$ cat src/rtl/psc_pkg.sv
`timescale 1ns/1ps
package psc_pkg;
  typedef enum logic [3:0] {
    ST_RUN  = 4'b0001,
    ST_HALT = 4'b0010,
    ST_SGNT = 4'b0100,
    ST_SNP  = 4'b1000
  } pstate_e;

  typedef enum logic [1:0] {
    SQ_IDLE = 2'd0,
    SQ_REQ  = 2'd1,
    SQ_CNT  = 2'd2
  } seq_e;
endpackage

$ cat src/rtl/psc_seq.sv
`timescale 1ns/1ps
module psc_seq
  import psc_pkg::*;
#(
  parameter int unsigned DELAY = 20
) (
  input  logic clk_i,
  input  logic rst_ni,
  input  logic flush_i,
  input  logic go_i,
  input  logic resp_i,
  output logic ack_o,
  output logic done_o
);
  localparam int unsigned CW = $clog2(DELAY + 1);
  localparam logic [CW-1:0] LOAD = CW'(DELAY - 1);

  seq_e          seq_q;
  logic [CW-1:0] cnt_q;

  always_ff @(posedge clk_i or negedge rst_ni) begin
    if (!rst_ni) begin
      seq_q <= SQ_IDLE;
      cnt_q <= '0;
    end else if (flush_i || !go_i) begin
      seq_q <= SQ_IDLE;
      cnt_q <= '0;
    end else begin
      unique case (seq_q)
        SQ_IDLE: seq_q <= SQ_REQ;
        SQ_REQ: if (resp_i) begin
          seq_q <= SQ_CNT;
          cnt_q <= LOAD;
        end
        SQ_CNT: if (cnt_q == '0) seq_q <= SQ_IDLE;
                else cnt_q <= cnt_q - 1'b1;
        default: seq_q <= SQ_IDLE;
      endcase
    end
  end

  assign ack_o  = (seq_q == SQ_REQ);
  assign done_o = (seq_q == SQ_CNT) && (cnt_q == '0) && go_i && !flush_i;

  AST_CNT_ONLY_COUNTING: assert property (@(posedge clk_i) disable iff (!rst_ni)
    (seq_q != SQ_CNT) |-> (cnt_q == '0));
  AST_ABORT_DROPS_ACK: assert property (@(posedge clk_i) disable iff (!rst_ni)
    !go_i |=> !ack_o);
  AST_ACK_HELD: assert property (@(posedge clk_i) disable iff (!rst_ni)
    (ack_o && !resp_i && go_i && !flush_i) |=> ack_o);
endmodule

$ cat src/rtl/psc_binit.sv
`timescale 1ns/1ps
module psc_binit (
  input  logic clk_i,
  input  logic rst_ni,
  input  logic in_sg_i,
  input  logic binit_i,
  input  logic clr_i,
  input  logic flush_i,
  output logic pend_o
);
  logic pend_q;
  logic set_w, drop_w;

  assign set_w  = binit_i & in_sg_i;
  assign drop_w = (clr_i | flush_i) & ~in_sg_i;

  always_ff @(posedge clk_i or negedge rst_ni) begin
    if (!rst_ni)     pend_q <= 1'b0;
    else if (set_w)  pend_q <= 1'b1;
    else if (drop_w) pend_q <= 1'b0;
  end

  assign pend_o = pend_q;

  AST_BINIT_LATCHED: assert property (@(posedge clk_i) disable iff (!rst_ni)
    (in_sg_i && binit_i) |=> pend_o);
  AST_CLR_BLOCKED: assert property (@(posedge clk_i) disable iff (!rst_ni)
    (in_sg_i && pend_o) |=> pend_o);
endmodule

$ cat src/rtl/psc_fsm.sv
`timescale 1ns/1ps
module psc_fsm
  import psc_pkg::*;
(
  input  logic    clk_i,
  input  logic    rst_ni,
  input  logic    core_rst_i,
  input  logic    all_halt_i,
  input  logic    brk_i,
  input  logic    stopclk_i,
  input  logic    seq_done_i,
  input  logic    snoop_i,
  input  logic    snoop_done_i,
  output pstate_e state_o
);
  pstate_e state_q, state_d;
  logic    ret_halt_q;

  always_comb begin
    state_d = state_q;
    unique case (state_q)
      ST_RUN: begin
        if (core_rst_i)                 state_d = ST_RUN;
        else if (seq_done_i)            state_d = ST_SGNT;
        else if (all_halt_i && !brk_i)  state_d = ST_HALT;
      end
      ST_HALT: begin
        if (core_rst_i)      state_d = ST_RUN;
        else if (seq_done_i) state_d = ST_SGNT;
        else if (brk_i)      state_d = ST_RUN;
      end
      ST_SGNT: begin
        if (!stopclk_i)   state_d = ret_halt_q ? ST_HALT : ST_RUN;
        else if (snoop_i) state_d = ST_SNP;
      end
      ST_SNP: if (snoop_done_i) state_d = ST_SGNT;
      default: state_d = ST_RUN;
    endcase
  end

  always_ff @(posedge clk_i or negedge rst_ni) begin
    if (!rst_ni) begin
      state_q    <= ST_RUN;
      ret_halt_q <= 1'b0;
    end else begin
      state_q <= state_d;
      if (seq_done_i && (state_q == ST_RUN || state_q == ST_HALT))
        ret_halt_q <= (state_q == ST_HALT);
    end
  end

  assign state_o = state_q;

  AST_ONE_HOT: assert property (@(posedge clk_i) disable iff (!rst_ni)
    $countones(state_q) == 1);
  AST_HALT_NEEDS_ALL: assert property (@(posedge clk_i) disable iff (!rst_ni)
    (state_q == ST_RUN && !all_halt_i) |=> (state_q != ST_HALT));
  AST_HALT_BREAK: assert property (@(posedge clk_i) disable iff (!rst_ni)
    (state_q == ST_HALT && brk_i && !seq_done_i) |=> (state_q == ST_RUN));
  AST_SG_KEEPS_ON_RESET: assert property (@(posedge clk_i) disable iff (!rst_ni)
    (state_q == ST_SGNT && core_rst_i && stopclk_i && !snoop_i) |=> (state_q == ST_SGNT));
  AST_SNOOP_RETURN: assert property (@(posedge clk_i) disable iff (!rst_ni)
    (state_q == ST_SNP && snoop_done_i) |=> (state_q == ST_SGNT));
endmodule

$ cat src/rtl/pwr_state_ctrl.sv
`timescale 1ns/1ps
module pwr_state_ctrl
  import psc_pkg::*;
#(
  parameter int unsigned THREADS  = 2,
  parameter int unsigned SG_DELAY = 20
) (
  input  logic               clk_i,
  input  logic               rst_ni,
  input  logic               core_rst_i,
  input  logic [THREADS-1:0] halt_i,
  input  logic               smi_i,
  input  logic               binit_i,
  input  logic               init_i,
  input  logic [1:0]         lint_i,
  input  logic               stopclk_i,
  input  logic               snoop_i,
  input  logic               snoop_done_i,
  input  logic               ack_resp_i,
  input  logic               binit_clr_i,
  output logic [3:0]         state_o,
  output logic               ack_req_o,
  output logic               binit_pend_o,
  output logic               snoop_en_o,
  output logic               init_o
);
  pstate_e state_w;
  logic    run_w, in_sg_w, brk_w, done_w, init_q;

  assign run_w   = (state_w == ST_RUN) || (state_w == ST_HALT);
  assign in_sg_w = (state_w == ST_SGNT) || (state_w == ST_SNP);
  assign brk_w   = smi_i | binit_i | init_i | (|lint_i);

  psc_seq #(.DELAY(SG_DELAY)) u_seq (
    .clk_i   (clk_i),
    .rst_ni  (rst_ni),
    .flush_i (core_rst_i & run_w),
    .go_i    (stopclk_i & run_w),
    .resp_i  (ack_resp_i),
    .ack_o   (ack_req_o),
    .done_o  (done_w)
  );

  psc_fsm u_fsm (
    .clk_i        (clk_i),
    .rst_ni       (rst_ni),
    .core_rst_i   (core_rst_i),
    .all_halt_i   (&halt_i),
    .brk_i        (brk_w),
    .stopclk_i    (stopclk_i),
    .seq_done_i   (done_w),
    .snoop_i      (snoop_i),
    .snoop_done_i (snoop_done_i),
    .state_o      (state_w)
  );

  psc_binit u_binit (
    .clk_i   (clk_i),
    .rst_ni  (rst_ni),
    .in_sg_i (in_sg_w),
    .binit_i (binit_i),
    .clr_i   (binit_clr_i),
    .flush_i (core_rst_i),
    .pend_o  (binit_pend_o)
  );

  always_ff @(posedge clk_i or negedge rst_ni) begin
    if (!rst_ni) init_q <= 1'b0;
    else         init_q <= core_rst_i;
  end

  assign state_o    = state_w;
  assign init_o     = init_q;
  assign snoop_en_o = (state_w != ST_SGNT);

  AST_INIT_PULSE: assert property (@(posedge clk_i) disable iff (!rst_ni)
    core_rst_i |=> init_o);
  AST_RESET_CANCELS_ACK: assert property (@(posedge clk_i) disable iff (!rst_ni)
    (core_rst_i && run_w) |=> !ack_req_o);
endmodule

$ cat config.mk
export PLATFORM = sky130hd
export DESIGN_NAME = pwr_state_ctrl
export DESIGN_NICKNAME = d
export VERILOG_FILES = /design/src/rtl/psc_pkg.sv /design/src/rtl/psc_seq.sv /design/src/rtl/psc_binit.sv /design/src/rtl/psc_fsm.sv /design/src/rtl/pwr_state_ctrl.sv
export SDC_FILE = /design/constraint.sdc
export NUM_CORES = 1
export LEC_CHECK = 0
export ABC_AREA = 1
export ABC_CLOCK_PERIOD_IN_PS = 2100
export BUFFER_PORTS_ARGS = -buffer_cell sky130_fd_sc_hd__buf_4
export CAP_MARGIN = 40
export CELL_PAD_IN_SITES_DETAIL_PLACEMENT = 0
export CELL_PAD_IN_SITES_GLOBAL_PLACEMENT = 1
export CORE_MARGIN = 5
export CORE_UTILIZATION = 36
export CTS_CLUSTER_DIAMETER = 120
export DETAILED_ROUTE_END_ITERATION = 6
export GPL_TIMING_DRIVEN = 0
export PLACE_DENSITY_LB_ADDON = 0.1
export SETUP_SLACK_MARGIN = 0.2
export SYNTH_ARGS = -nofsm -noshare
export SYNTH_HDL_FRONTEND = slang
export SYNTH_SLANG_ARGS = --single-unit
$ cat constraint.sdc
create_clock -name clk_i -period 2.1 [get_ports clk_i]
set_clock_uncertainty 0.1 [all_clocks]
set_input_delay 0.42 -clock clk_i [delete_from_list [all_inputs] [get_ports clk_i]]
set_output_delay 0.42 -clock clk_i [all_outputs]
set_load 0.02 [all_outputs]
==> Flow_metrics.wiki <==
{| class="wikitable"
! Metric !! Value
|-
| Number of I/O port buffers || 22
|-
| Class of the worst hold path || primary input to register
|-
| Clock tree from TritonCTS || done
|-
| Max rail drop VDD || roughly 0.41 mV
|-
| Crit Path Category || register to primary output
|-
| Global-route congestion overflow total || 0
|-
| Total Die Area || 0.00352 mm²
|-
| Mean Syn Cell Area || between 7 and 8 µm²
|-
| Total Routing Usage GR || between 10 and 15%
|-
| Area of the core region || between 0.002 and 0.0025 mm²
|-
| R2r worst-path depth || 8
|-
| CP Data Arrival Time || 1.23 ns
|-
| Effective utilization at floorplan || about two fifths
|-
| Setup-failing EPs final || 0
|-
| Synth top cells by count || 30 x sky130_fd_sc_hd__nand2_1, 19 x sky130_fd_sc_hd__inv_1, 18 x sky130_fd_sc_hd__nor2_1
|-
| Share of async-settable or async-resettable flops after synthesis || 100%
|-
| Number of warnings issued by yosys || 0
|-
| Clock slew at reported path FFs || 0.09 ns
|-
| Via-per-instance ratio || 4.62
|-
| FF-to-FF End || u_fsm.state_o[2]
|-
| Final WS setup || between 0.3 and 0.4 ns
|-
| Number of cells traversed by the worst hold path || 1
|-
| Number of nets with antenna violations after routing || 0
|-
| Power after layout || between 0.8 and 0.9 mW
|-
| Setup crit start kind || register
|-
| Kind of end point of the critical path || primary output
|-
| Worst setup slack before clock tree synthesis || a little over 0.4 ns
|-
| H-tree lvl count || 1
|-
| Largest stage delay, worst path || 0.56 ns
|-
| Reg2reg setup slack || 0.42 ns
|-
| Number of placed I/O pins || 23
|-
| GPL Wtd Cong || between 0.7 and 0.8
|-
| Commonest register cell after synthesis || sky130_fd_sc_hd__dfrtp_1
|-
| Startpoint of the worst hold path || core_rst_i
|-
| Average wire per standard cell || between 10 and 15 µm
|-
| Crit-path leading delay family || flip-flops
|-
| Initial drt markers || 23
|-
| Endpoint of the worst hold path || init_o
|-
| Width of the die || 59.3 µm
|-
| TritonCTS buffer count || 3
|-
| Final Hold Slack || between 0.15 and 0.2 ns
|-
| Chain of cells forming the critical path || nor2_1, nand2_1, buf_4
|-
| Pwr/cell area || 804 mW/mm²
|-
| Min cycle time layout || 1.75 ns
|-
| Critical path's slowest cell || sky130_fd_sc_hd__dfstp_2
|-
| Measured slew at the worst slew-check pin || 0.287 ns
|-
| Number of rows created at floorplan || 17
|-
| Share of the synthesized area in the top cell type || 37.1%
|-
| Synthesized flop and latch total || 14
|-
| Register area share after synthesis || around two fifths
|-
| Count of distinct cell types in the synthesized netlist || 23
|-
| Nets || approximately 170
|-
| Largest net degree at the start of global routing || 15
|-
| Sum of negative setup slack || 0 ns
|-
| Count of buffering cells on the critical path with inverters included || 1
|-
| Final antenna diode count || 0
|-
| Number of standard cells after synthesis || 120
|-
| Worst reg2reg startpoint || u_seq.cnt_q[0]
|-
| Chip Height || around 59 µm
|-
| Number of max-slew violations in the final report || 0
|-
| Fin. Hold Viols || 0
|-
| Drt drc || 0
|-
| Iteration count of the initial detailed-routing pass || 4
|-
| Fraction of final layout cells sized beyond drive strength 1 || 23.8%
|-
| Maximum clock path buffer count || 2
|-
| Global-route wire length before repair || between 3 and 4 mm
|-
| CTS Root Buffer Type || sky130_fd_sc_hd__clkbuf_4
|-
| Clock latency reported for the late side of the worst-skew pair || between 0.2 and 0.3 ns
|-
| Number of enable-type register cells in the synthesized netlist || 0
|-
| Via Count || ~810
|-
| Synthesis-to-layout area growth || 27.3%
|-
| Via count of the first global-routing pass || ~800
|-
| Netlist area before placement || 876 µm²
|-
| Max-slew headroom || around 81%
|-
| Estimated wirelength of the detail-placed design || about 1.5 mm
|-
| Most repeated cell in the gate-level netlist after synthesis || sky130_fd_sc_hd__nand2_1
|-
| Critical path required time || ~1.6 ns
|-
| DRT Wirelength || about 1.9 mm
|-
| RSZ-0062 raised after global routing || no
|-
| Run status || complete, no violations
|-
| Max cap viols || 0
|-
| Post-synthesis net count || about 140
|-
| Top area cells in the synthesized netlist || sky130_fd_sc_hd__dfrtp_1 37%, sky130_fd_sc_hd__nand2_1 13%, sky130_fd_sc_hd__inv_1 8.1%
|-
| Number of antenna violations at the first check in global routing || 0
|-
| Crit-path max FO || 5
|-
| Total leakage power || between 0.6 and 0.7 nW
|-
| Leading area contributor after synthesis || sky130_fd_sc_hd__dfrtp_1
|-
| Number of clock sinks seen by CTS || 14
|-
| Fmax || approximately 0.57 GHz
|-
| Post-CTS setup repair buffer count || 0
|-
| Portion of the clock cycle consumed by the worst path in the final layout || ~83%
|}
[kinds of logic after synthesis]
| logic type | Yosys count | share of synthesized area [%] |
|---|---|---|
| and+or+nand+nor | 68 | 36.4 |
| buffers and inverters | 19 | 8.14 |
| AOI/OAI and AO/OA | 15 | 10.4 |
| DFF | 14 | 40.1 |
| xor gates and xnor gates | 2 | 2.00 |
| adders and majority gates | 2 | 2.86 |
[metrics by stage]
| stage | cell area, µm² | utilization, % | instances |
|---|---|---|---|
| after global placement | 1080 | 47.3 | 170 |
| final | 1110 | 49.0 | 175 |
| after CTS | 1110 | 48.9 | 175 |
| after global routing | 1110 | 49.0 | 175 |
| after floorplan | 876 | - | 120 |
| after detailed placement | 1080 | 47.3 | 170 |
[worst reg2reg max path: stages (launching register included)]
cell and delay [ns]:
sky130_fd_sc_hd__dfrtp_1 0.39, sky130_fd_sc_hd__inv_1 0.12, sky130_fd_sc_hd__ha_1 0.17, sky130_fd_sc_hd__nand2_1 0.06, sky130_fd_sc_hd__nor2_2 0.18, sky130_fd_sc_hd__nand4_2 0.22, sky130_fd_sc_hd__nand3_1 0.20, sky130_fd_sc_hd__nand4_1 0.11
sky130_fd_sc_hd__nand2_1 0.07
[layout make-up]
cell class / count / area (µm²)
fill: 227 / 1160
timing repair buffer: 23 / 175
sequential: 14 / 352
inverter: 19 / 71.3
clock buffer: 4 / 26.3
tap: 28 / 35.0
multi-input combinational: 87 / 455
[routing by layer]
layer | part of all wire (%) | GRT usage [%]
met5 | 0 | 0
met2 | 42 | 18.7
met3 | 6.5 | 3.70
met1 | 49 | 17.1
met4 | 2.1 | 5.83
[repair_timing]
item / CTS / global route
resized for setup: 0 / 1
hold buffers: 1 / 0
endpoints found under the hold margin: 13 / 0
endpoints found under the setup margin: 0 / 3
[flip-flops by register name, indices dropped and copies added (netlist names)]
name and flops:
u_binit.pend_o 1, init_o 1, u_seq.cnt_q 5, u_seq.seq_q 2, u_fsm.ret_halt_q 1, u_fsm.state_o 4
[cell usage in the layout, fill, tap and decap left out, drive strengths merged]
master / n
o21ai: 12
dfstp: 1
dlygate4sd3: 1
nand3: 6
nor2: 19
o21a: 1
nand3b: 2
buf: 22
a21oi: 1
nand2: 33
nand4: 5
xor2: 2
ha: 2
dfrtp: 13
a211oi: 1
clkbuf: 4
inv: 19
nor3: 2
or2: 1
[worst max-delay path by stage]
stage | endpoint | cells past startpoint | startpoint
finish | snoop_en_o | 3 | u_fsm.state_o[0]
global route | u_fsm.state_o[3] | 8 | u_seq.cnt_q[0]
CTS | snoop_en_o | 3 | u_fsm.state_o[0]
detailed placement | u_fsm.state_o[2] | 8 | u_seq.cnt_q[0]
global placement | u_fsm.state_o[2] | 8 | u_seq.cnt_q[0]
floorplan | u_seq.cnt_q[0] | 10 | u_fsm.state_o[0]
[report_power, final]
| part | leakage (nW) | internal (mW) | total, mW | switching [mW] |
|---|---|---|---|---|
| Clock | 0.0150 | 0.0737 | 0.166 | 0.0923 |
| Combinational | 0.404 | 0.147 | 0.389 | 0.242 |
| Sequential | 0.187 | 0.314 | 0.341 | 0.0267 |
(Power assumes the default switching activity.)
